<file path="src/rtl/gpio_edge_pkg.sv">
package gpio_edge_pkg;

  localparam logic [2:0] OFS_ENABLE = 3'd0;
  localparam logic [2:0] OFS_DIR    = 3'd1;
  localparam logic [2:0] OFS_VALUE  = 3'd2;
  localparam logic [2:0] OFS_RISE   = 3'd3;
  localparam logic [2:0] OFS_FALL   = 3'd4;
  localparam logic [2:0] OFS_CTRL   = 3'd5;

  typedef enum logic [2:0] {
    SEL_ENABLE,
    SEL_DIR,
    SEL_VALUE,
    SEL_RISE,
    SEL_FALL,
    SEL_CTRL,
    SEL_NONE
  } rdSel_e;

  typedef struct packed {
    logic wrEnable;
    logic wrDir;
    logic wrValue;
    logic clrRise;
    logic clrFall;
    logic wrCtrl;
  } strobes_t;

endpackage

</file>
<file path="src/rtl/gpio_edge_ctrl.sv">
module gpio_edge_ctrl
  import gpio_edge_pkg::*;
(
  input  logic                  busWrEn,
  input  logic [2:0]            busAddr,
  output strobes_t              strobe,
  output rdSel_e                rdSel
);

  always_comb begin
    strobe          = '0;
    strobe.wrEnable = busWrEn && (busAddr == OFS_ENABLE);
    strobe.wrDir    = busWrEn && (busAddr == OFS_DIR);
    strobe.wrValue  = busWrEn && (busAddr == OFS_VALUE);
    strobe.clrRise  = busWrEn && (busAddr == OFS_RISE);
    strobe.clrFall  = busWrEn && (busAddr == OFS_FALL);
    strobe.wrCtrl   = busWrEn && (busAddr == OFS_CTRL);
  end

  always_comb begin
    unique case (busAddr)
      OFS_ENABLE: rdSel = SEL_ENABLE;
      OFS_DIR:    rdSel = SEL_DIR;
      OFS_VALUE:  rdSel = SEL_VALUE;
      OFS_RISE:   rdSel = SEL_RISE;
      OFS_FALL:   rdSel = SEL_FALL;
      OFS_CTRL:   rdSel = SEL_CTRL;
      default:    rdSel = SEL_NONE;
    endcase
  end

endmodule

</file>
<file path="src/rtl/gpio_edge_datapath.sv">
module gpio_edge_datapath
  import gpio_edge_pkg::*;
#(
  parameter int PIN_COUNT = 16,
  parameter int BUS_W     = 32
) (
  input  logic                 clk,
  input  logic                 rstN,
  input  strobes_t             strobe,
  input  logic [PIN_COUNT-1:0] wrBits,
  input  rdSel_e               rdSel,
  input  logic [PIN_COUNT-1:0] pinIn,
  input  logic                 logicIrqIn,
  output logic [PIN_COUNT-1:0] padOut,
  output logic [PIN_COUNT-1:0] padOe,
  output logic [PIN_COUNT-1:0] valueVec,
  output logic [PIN_COUNT-1:0] riseFlags,
  output logic [PIN_COUNT-1:0] fallFlags,
  output logic [BUS_W-1:0]     rdData
);

  logic [PIN_COUNT-1:0] enReg, dirReg, valReg;
  logic                 pin0Mode;
  logic [PIN_COUNT-1:0] syncA, syncB, syncPrev;
  logic [PIN_COUNT-1:0] inputMask, riseHit, fallHit;
  logic [PIN_COUNT-1:0] riseClr, fallClr;

  // configuration registers
  always_ff @(posedge clk) begin
    if (!rstN) begin
      enReg    <= '0;
      dirReg   <= '0;
      valReg   <= '0;
      pin0Mode <= 1'b0;
    end else begin
      if (strobe.wrEnable) enReg    <= wrBits;
      if (strobe.wrDir)    dirReg   <= wrBits;
      if (strobe.wrValue)  valReg   <= wrBits;
      if (strobe.wrCtrl)   pin0Mode <= wrBits[0];
    end
  end

  // two-flop synchroniser plus history flop; tracks even disabled pins
  always_ff @(posedge clk) begin
    if (!rstN) begin
      syncA    <= '0;
      syncB    <= '0;
      syncPrev <= '0;
    end else begin
      syncA    <= pinIn;
      syncB    <= syncA;
      syncPrev <= syncB;
    end
  end

  assign inputMask = enReg & ~dirReg;
  assign riseHit   = inputMask & syncB & ~syncPrev;
  assign fallHit   = inputMask & ~syncB & syncPrev;
  assign riseClr   = strobe.clrRise ? wrBits : '0;
  assign fallClr   = strobe.clrFall ? wrBits : '0;

  // sticky flags: new edge beats a same-cycle clear
  always_ff @(posedge clk) begin
    if (!rstN) begin
      riseFlags <= '0;
      fallFlags <= '0;
    end else begin
      riseFlags <= (riseFlags & ~riseClr) | riseHit;
      fallFlags <= (fallFlags & ~fallClr) | fallHit;
    end
  end

  assign valueVec = (inputMask & syncB) | (~inputMask & valReg);

  // pad drive, pin 0 may be handed to the logic-function output
  for (genvar g = 0; g < PIN_COUNT; g++) begin : g_pad
    logic gpioDrive;
    assign gpioDrive = enReg[g] & dirReg[g];
    if (g == 0) begin : g_pin0
      assign padOe[g]  = pin0Mode | gpioDrive;
      assign padOut[g] = pin0Mode ? logicIrqIn : (gpioDrive & valReg[g]);
    end else begin : g_plain
      assign padOe[g]  = gpioDrive;
      assign padOut[g] = gpioDrive & valReg[g];
    end
  end

  always_comb begin
    rdData = '0;
    unique case (rdSel)
      SEL_ENABLE: rdData[PIN_COUNT-1:0] = enReg;
      SEL_DIR:    rdData[PIN_COUNT-1:0] = dirReg;
      SEL_VALUE:  rdData[PIN_COUNT-1:0] = valueVec;
      SEL_RISE:   rdData[PIN_COUNT-1:0] = riseFlags;
      SEL_FALL:   rdData[PIN_COUNT-1:0] = fallFlags;
      SEL_CTRL:   rdData[0]             = pin0Mode;
      default:    rdData = '0;
    endcase
  end

endmodule

</file>
<file path="src/rtl/gpio_edge_port.sv">
module gpio_edge_port
  import gpio_edge_pkg::*;
#(
  parameter int PIN_COUNT = 16,
  parameter int BUS_W     = 32
) (
  input  logic                 clk,
  input  logic                 rstN,
  input  logic                 busWrEn,
  input  logic [2:0]           busAddr,
  input  logic [BUS_W-1:0]     busWrData,
  output logic [BUS_W-1:0]     busRdData,
  input  logic [PIN_COUNT-1:0] pinIn,
  input  logic                 logicIrqIn,
  output logic [PIN_COUNT-1:0] padOut,
  output logic [PIN_COUNT-1:0] padOe,
  output logic [PIN_COUNT-1:0] valueVec,
  output logic [PIN_COUNT-1:0] riseFlags,
  output logic [PIN_COUNT-1:0] fallFlags
);

  strobes_t strobe;
  rdSel_e   rdSel;

  gpio_edge_ctrl u_ctrl (
    .busWrEn (busWrEn),
    .busAddr (busAddr),
    .strobe  (strobe),
    .rdSel   (rdSel)
  );

  gpio_edge_datapath #(
    .PIN_COUNT (PIN_COUNT),
    .BUS_W     (BUS_W)
  ) u_dp (
    .clk        (clk),
    .rstN       (rstN),
    .strobe     (strobe),
    .wrBits     (busWrData[PIN_COUNT-1:0]),
    .rdSel      (rdSel),
    .pinIn      (pinIn),
    .logicIrqIn (logicIrqIn),
    .padOut     (padOut),
    .padOe      (padOe),
    .valueVec   (valueVec),
    .riseFlags  (riseFlags),
    .fallFlags  (fallFlags),
    .rdData     (busRdData)
  );

endmodule

</file>
<file path="config.mk">
export PLATFORM = sky130hd
export DESIGN_NAME = gpio_edge_port
export DESIGN_NICKNAME = d
export VERILOG_FILES = /design/src/rtl/gpio_edge_pkg.sv /design/src/rtl/gpio_edge_ctrl.sv /design/src/rtl/gpio_edge_datapath.sv /design/src/rtl/gpio_edge_port.sv
export SDC_FILE = /design/constraint.sdc
export NUM_CORES = 1
export LEC_CHECK = 0
export ABC_AREA = 1
export BUFFER_PORTS_ARGS = -buffer_cell sky130_fd_sc_hd__buf_2
export CORE_UTILIZATION = 52
export DETAILED_ROUTE_END_ITERATION = 16
export GPL_TIMING_DRIVEN = 0
export PLACE_DENSITY = 0.78
export SLEW_MARGIN = 40
export SYNTH_ARGS = -nofsm -noshare
export SYNTH_HDL_FRONTEND = slang
export SYNTH_HIERARCHICAL = 1
export SYNTH_SLANG_ARGS = --single-unit
</file>
<file path="constraint.sdc">
create_clock -name clk -period 1.71 [get_ports clk]
set_input_delay 0.342 -clock clk [delete_from_list [all_inputs] [get_ports clk]]
set_output_delay 0.342 -clock clk [all_outputs]
set_load 0.005 [all_outputs]
</file>
=== Word-level counts from Yosys, hierarchy flattened ===
Cells that the tools add are included.
W data, S select, Z words.

* Reduce and logical (&&, ||, !) cells: 8
* Shifts and indexed selects: 0
* $lt $le $gt $ge: 0
* Multiplexer cells: 6
* Bitwise operators: 50
* Eq/ne operators: 10
* Multipliers: 0
* Div/mod/pow operators: 0
* $add $sub $neg: 0

{| class="wikitable"
|+ Operators with widths
! cell !! count
|-
| $and A16 B16 Y16 || 8
|-
| $not A16 Y16 || 6
|-
| $pmux W15 S5 || 1
|-
| $or A16 B16 Y16 || 3
|-
| $and A1 B1 Y1 || 32
|-
| $mux W16 || 2
|-
| $pmux W3 S6 || 1
|-
| $eq A3 B2 Y1 const B || 4
|-
| $eq A3 B3 Y1 const B || 4
|-
| $eq A3 B1 Y1 const B || 2
|-
| $logic_and A1 B1 Y1 || 6
|-
| $logic_not A3 Y1 || 2
|-
| $pmux W1 S6 || 1
|-
| $mux W1 || 1
|-
| $or A1 B1 Y1 || 1
|}

* Output and inout port bits: 112
* Memories: 0
* Memory bits (writable): 0
* Bits in latches: 0
* Memory bits (read-only): 0
* Register bits after elaboration: 129

=== Depth between registers and ports, before layout ===
Gate-level depths: netlist of run 1.

* Depth after elaboration: 6
* Depth in mapped cells: 9

=== By module ===
The synthesis of run 1 kept the hierarchy.

{| class="wikitable"
|+ By module, submodules not included
! module !! instances !! area each (µm²) !! cells each
|-
| gpio_edge_datapath || 1 || 5840.6 || 828
|-
| gpio_edge_ctrl || 1 || 68.8 || 18
|}

=== Worst setup path after synthesis of run 1 ===
OpenSTA, ideal clock, no wires.

* Path type: input port to output port
* Start point: input port busAddr[0]
* End point: output port busRdData[12]
* Slack: 0.134 ns
* Buffers on the path: 2
* Stages on the path: 8
* Arrival time: 1.234 ns
* Cell sequence: inv_1 a21oi_1 buf_2 buf_1 nand4_1 nand2_1 nor2_1 nand2_1

* Longest elaborated chain between the ends: 4
* Elaborated cells on any way between the ends: 13
* Those cells by class: eq/ne (9); mux (2); reduce/logical (2)

{| class="wikitable"
|+ Ends and longest elaborated chain
! what !! RTL line !! RTL
|-
| start: declaration || gpio_edge_port.sv:10 || <nowiki>input logic [2:0] busAddr,</nowiki>
|-
| $eq A3 B3 Y1 (tied with other cells) || gpio_edge_ctrl.sv:21 || <nowiki>unique case (busAddr)</nowiki>
|-
| $pmux W3 S6 (*) || gpio_edge_ctrl.sv:21 ||
|-
| net rdSel[0] || gpio_edge_port.sv:23 || <nowiki>rdSel_e rdSel;</nowiki>
|-
| $eq A3 B3 Y1 (tied with other cells) || gpio_edge_datapath.sv:90 || <nowiki>unique case (rdSel)</nowiki>
|-
| $pmux W15 S5 (*) || gpio_edge_datapath.sv:90 ||
|-
| end: declaration || gpio_edge_port.sv:12 || <nowiki>output logic [BUS_W-1:0] busRdData,</nowiki>
|}

Mark *: on every way through the listed nets, which the timed path passes. The rest lies on a longest branch.

=== Worst setup path after layout of run 1 ===
* Start point: input port busAddr[2]
* End point: output port busRdData[8]

Same word-level chain as after synthesis.

==> run metrics, run 1 <==
Reg clk slew, reported paths=around 0.05 ns; Req. time, crit path=~1.4 ns; crit-path max FO=10; share of the synthesized area in the top cell type=0.437; post-route ant nets=0; fin cells=roughly 1200; initial antenna violation count=0; final instance area=about 8000 µm²; CTS Buffer Depth=2; die width=~110 µm; M2 GR Usage=0.552; ys flop type=dfxtp_1; crit path from=busAddr[2]; fmax=507 MHz; Area Growth Syn to Fin=35.0%; Mean Syn Cell Area=between 6 and 7 µm²; routed wire length=~20000 µm; placed cells=around 1100; maxcap violations=0; Crit Path Category=primary input to output port; die area=between 10000 and 15000 µm²; number of global-route vias before repair=a little under 6000; GR Layer Usage met1=0.414; R2R Setup Slk=~0.77 ns; drt via density=between 5 and 6; setup ws final=-0.263 ns; Seq/Total Area, Yosys=0.437; share of cells above drive strength 1=0.286; Die H=between 100 and 150 µm; GRT Total Usage=0.337; IO Pins=between 150 and 200; number of placement rows=38; pin count of the biggest net entering global routing=17; most common library cells after synthesis=nand2_1, dfxtp_1, inv_1; YS warnings=6; cts bufs inserted=17; Mapped Cells=between 800 and 900; worst min path class=primary input to flop; Initial Utilization=0.540; GR Util met3=0.0802; Synth area leader=dfxtp_1; DP Area=between 6000 and 7000 µm²; grt ovf=0; final setup vio count=16; # fillers=855; IO buf count=approximately 130; clock sink total=roughly 130; flip-flop and latch area=2600 µm²; slew at the pin closest to its max-slew limit=0.877 ns; Seq cells post-synth=~130; critical path startpoint category=primary input; Iter 0 DRT Violations=1069; drc violations=0; Leak=roughly 4.2 nW; cells taking the most area after synthesis=dfxtp_1, nand2_1, inv_1; Post-synth EDFFs=0; cell area after synthesis=~5900 µm²; Routability Congestion=0.867; final hold vios=0; core area=around 11000 µm²; worst r2r src=u_dp/enReg[12]; RSZ-0062 raised after global routing=yes; Worst slew margin=0.415; status=complete, but fails checks; count leader, synth=nand2_1; Arr. time, crit path=roughly 1.6 ns; power density cells=977 nW/µm²; clk_skew=around 0.0095 ns; CTS tree=done; maximum vdd ir drop=a little over 0.0006 V; Max Slew Vio Count=0; n_diodes=0; Period minus WS final=slightly below 2 ns; Avg WL per Cell=17.3 µm; area occupied by multi-input gates=around 2600 µm²; Unique masters post-synth=20; post-DP HPWL=between 10000 and 15000 µm; failing checks=negative setup slack; Async SR Flop Fraction=0; Pre-antenna DRT Iters=7; DR vias=between 6000 and 7000; CTS HTree Levels=4; first-pass GRT wire length=~30000 µm; worst hold slack=about 0.11 ns; clock root buffer=clkbuf_16; clk_lat worst skew=~0.41 ns; Hold Startpoint=pinIn[1]; Net count, final=between 1000 and 1500; busiest metal layer after global routing=met2; final period utilization=1.15; Setup crit end kind=output port
## per-stage QoR
stage	util	setup TNS, ns	power, mW	setup WS, ns
finish	0.730	-2.58	7.80	-0.263
global route	0.730	-3.47	8.01	-0.311
CTS	0.707	-1.33	7.70	-0.119
detailed placement	0.622	-9.52	3.80	-0.552
global placement	0.622	-9.41	3.79	-0.560
floorplan	-	0	3.56	0.134
## registers in the layout (all words and copies together) (netlist names)
| signal | flops |
|---|---|
| u_dp/valReg | 16 |
| u_dp/pin0Mode | 1 |
| u_dp/enReg | 16 |
| u_dp/syncB | 16 |
| u_dp/riseFlags | 16 |
| u_dp/syncA | 16 |
| u_dp/fallFlags | 16 |
| u_dp/dirReg | 16 |
| u_dp/syncPrev | 16 |
## cell families (layout without fill, tap and decap cells)
logic type,Yosys count,in the layout,share of synthesized area
DFF,129,129,0.437
buffers and inverters,211,395,0.162
other,1,16,0.000635
and+or+nand+nor,312,312,0.225
AOI/OAI and AO/OA,193,193,0.176
## worst max-delay path, cell delays in order
cell and delay, ns:
buf_6 0.09, clkbuf_1 0.10, buf_6 0.14, inv_4 0.05, clkbuf_2 0.26, nand3_1 0.19
nand2_1 0.07, nor2_1 0.17, nand2_1 0.08, buf_2 0.13
## metal layers
metal	up-vias	wire [µm]
li1	3050	-
met1	2923	7330
met4	0	1180
met3	124	2690
met2	517	9260
met5	-	0
## placed cells by master, fill, tap and decap left out, types with 2 or more instances in the layout
| cell | Yosys | layout |
|---|---|---|
| bufinv_16 | 0 | 4 |
| clkinv_2 | 0 | 3 |
| o211ai_1 | 15 | 15 |
| buf_6 | 2 | 11 |
| buf_4 | 34 | 43 |
| dfxtp_2 | 0 | 13 |
| buf_8 | 0 | 6 |
| inv_1 | 120 | 118 |
| a21oi_1 | 83 | 81 |
| buf_12 | 0 | 2 |
| conb_1 | 1 | 16 |
| nand2_2 | 0 | 2 |
| clkbuf_2 | 0 | 3 |
| inv_4 | 1 | 2 |
| o21ai_0 | 80 | 80 |
| dfxtp_1 | 129 | 116 |
| nor2_1 | 72 | 55 |
| nor2_4 | 0 | 16 |
| buf_2 | 14 | 139 |
| clkbuf_8 | 0 | 2 |
| clkinv_4 | 0 | 4 |
| clkinvlp_4 | 0 | 2 |
| clkbuf_1 | 24 | 20 |
| clkbuf_16 | 0 | 19 |
| inv_2 | 14 | 14 |
| nand4_1 | 32 | 32 |
| nor2_2 | 1 | 2 |
| o21a_1 | 15 | 15 |
| nand3_1 | 49 | 43 |
| nand3_2 | 0 | 6 |
| nand2_1 | 157 | 155 |
## power breakdown
part | total [mW] | leakage, nW | switching [mW] | internal, mW
Clock | 3.88 | 0.309 | 1.36 | 2.52
Sequential | 3.17 | 1.06 | 0.0703 | 3.10
Combinational | 0.750 | 2.82 | 0.464 | 0.286
## area by class of cell
| type | count | share of cell area |
|---|---|---|
| Multi-Input combinational cell | 521 | 0.326 |
| Sequential cell | 129 | 0.326 |
| Timing Repair Buffer | 152 | 0.115 |
| Buffer | 76 | 0.0665 |
| Inverter | 135 | 0.0651 |
| Clock buffer | 19 | 0.0568 |
| Clock inverter | 13 | 0.0232 |
| Tap cell | 140 | 0.0220 |
## worst paths after layout
kind | end | cells after the start
hold reg to reg | u_dp/syncB[1] | 2
hold / removal | u_dp/syncA[1] | 3
setup / recovery | busRdData[8] | 10
setup reg to reg | u_dp/riseFlags[12] | 4
## repair_timing
item / in CTS / in global routing
gates cloned: 2 / 2
pin swaps: 8 / 11
gates resized for setup: 60 / 45
hold buffers: 0 / 0
endpoints found under the setup margin: 31 / 31
buffers inserted: 10 / 6
No activity file was read; power rests on OpenSTA's default activity.
==> run 2: changes to the inputs <==
--- a/config.mk
+++ b/config.mk
@@ -6,11 +6,13 @@
 export NUM_CORES = 1
 export LEC_CHECK = 0
 export ABC_AREA = 1
+export ABC_CLOCK_PERIOD_IN_PS = 1710
 export BUFFER_PORTS_ARGS = -buffer_cell sky130_fd_sc_hd__buf_2
 export CORE_UTILIZATION = 52
 export DETAILED_ROUTE_END_ITERATION = 16
 export GPL_TIMING_DRIVEN = 0
 export PLACE_DENSITY = 0.78
+export SKIP_LAST_GASP = 1
 export SLEW_MARGIN = 40
 export SYNTH_ARGS = -nofsm -noshare
 export SYNTH_HDL_FRONTEND = slang
==> run metrics, run 2 (synthesis results as in run 1) <==
status=complete, but fails checks; failing checks=negative setup slack; CTS HTree Levels=4; r2r worst-path depth=4; DR vias=6578; Die H=109 µm; GRT Total Usage=0.337; sw frac=0.241; Hold Path End=u_dp/syncA[9]; worst min path class=primary input to flop; worst r2r src=u_dp/enReg[12]; fmax=roughly 500 MHz; Pre-antenna DRT Iters=6; Worst slew margin=0.396; cts bufs inserted=17; initial antenna violation count=0; n_diodes=0; setup ws final=-0.293 ns; IO buf count=133; r2r endpoint=u_dp/riseFlags[12]; crit path cell chain=buf_4 > inv_2 > a21oi_2 > buf_6 > nor2_4 > buf_12 > clkbuf_16 > nand3_1 > nand2_1 > nor2_1 > nand2_1 > buf_2; number of placement rows=38; Req. time, crit path=approximately 1.4 ns; crit-path max FO=6; IO Pins=167; Setup crit end kind=output port; maxcap violations=0; Crit Path Category=primary input to output port; final setup vio count=16; Max Slew Vio Count=0; Int Pwr=5.90 mW; Reg power frac=0.408; routed wire length=between 20000 and 25000 µm; most common cell after layout, fill and taps aside=nand2_1; fin util=0.726; Initial Utilization=0.540; slew at the pin closest to its max-slew limit=about 0.91 ns; Leak=approximately 4.2 nW; clk_lat worst skew=0.41 ns; Total Power=slightly below 8 mW; clock sink total=roughly 130; Hold Startpoint=pinIn[9]; CTS Buffer Depth=2; final period utilization=1.17; CTS tree=done; core area=approximately 11000 µm²; final hold vios=0; critical path startpoint category=primary input; pin count of the biggest net entering global routing=17; maximum vdd ir drop=a little over 0.0006 V; CP peak stage delay=roughly 0.20 ns; post-DP HPWL=~12000 µm; Net count, final=1087; Worst Hold Depth=3; share of cells above drive strength 1=0.280; Reg clk slew, reported paths=0.06 ns; Routability Congestion=slightly below 0.9; die width=about 110 µm; die area=approximately 12000 µm²; most frequent cells in the layout=nand2_1, buf_2, inv_1; Area Growth Syn to Fin=34.4%; power density cells=just under 1000 nW/µm²; R2R Setup Slk=around 0.77 ns; CP dominant cell by count=nand2_1; Avg WL per Cell=approximately 17 µm; grt ovf=0; CP max stage cell=nor2_1; crit-path leading delay family=buffers and inverters; drc violations=0; Period minus WS final=around 2 ns; clock root buffer=clkbuf_16; number of global-route vias before repair=between 5000 and 6000; Clk network pwr share=0.497; Iter 0 DRT Violations=between 900 and 1000; WP buf/inv=6; clk_skew=~0.013 ns; # fillers=around 870; RSZ-0062 raised after global routing=yes; Arr. time, crit path=approximately 1.7 ns; first-pass GRT wire length=between 20000 and 30000 µm; Combinational Power Share=0.095; sw power=1.88 mW; drt via density=around 5.6; post-route ant nets=0
-- run 2: worst max path at each step --
stage,startpoint,endpoint,slack [ns],cells after the start
2_1_floorplan,busAddr[0],busRdData[12],0.13,8
3_3_place_gp,busAddr[0],busRdData[13],-0.56,10
3_5_place_dp,busAddr[0],busRdData[12],-0.55,10
4_1_cts,busAddr[1],busRdData[3],-0.12,9
5_1_grt,busAddr[0],busRdData[8],-0.36,12
6_report,busAddr[0],busRdData[8],-0.29,12
-- run 2: stage by stage --
stage / instance area [µm²] / std cells / hold slack, ns / worst slack [ns] / setup TNS, ns
after floorplan: 5970 / 861 / 0.386 / 0.134 / 0
after CTS: 7730 / 1178 / 0.108 / -0.119 / -1.33
final: 7940 / 1185 / 0.115 / -0.293 / -2.81
after detailed placement: 6810 / 1134 / 0.395 / -0.552 / -9.52
after global routing: 7940 / 1185 / 0.115 / -0.358 / -4.02
after global placement: 6810 / 1134 / 0.390 / -0.560 / -9.41
-- run 2: what timing repair did --
item,CTS,global route
hold buffers,0,0
pin swaps,8,9
cloned,2,2
endpoints found under the setup margin,31,31
resized for setup,60,36
buffers inserted,10,6
-- run 2: power groups by stage --
stage | clock network [mW] | registers, mW | logic [mW]
global route | 4.03 | 3.18 | 0.787
detailed placement | 0 | 3.22 | 0.583
floorplan | 0 | 3.21 | 0.353
finish | 3.87 | 3.17 | 0.740
CTS | 3.88 | 3.16 | 0.662
global placement | 0 | 3.22 | 0.576
-- run 2: cell type report --
class / instances / area (µm²) / area share
multi-input cells: 521 / 2570 / 0.324
clock buffers: 19 / 453 / 0.0570
inverters: 135 / 517 / 0.0651
well taps: 140 / 175 / 0.0221
plain buffers: 76 / 529 / 0.0667
repair buffers: 152 / 913 / 0.115
clock inverters: 13 / 185 / 0.0233
flip-flops and latches: 129 / 2600 / 0.327
-- run 2: worst register-to-register path: cells and delay by family (launching register included) --
family / cells / cell delay [ns]
DFF: 1 / 0.35
and+or+nand+nor: 2 / 0.26
AOI/OAI and AO/OA: 1 / 0.18
buffers and inverters: 1 / 0.07
-- run 2: layer usage --
layer	GRT usage	up-vias	wire length [µm]
li1	-	3050	-
met1	0.414	2903	7340
met2	0.552	508	9230
met3	0.0802	117	2550
met4	0.164	0	1140
met5	0	-	0
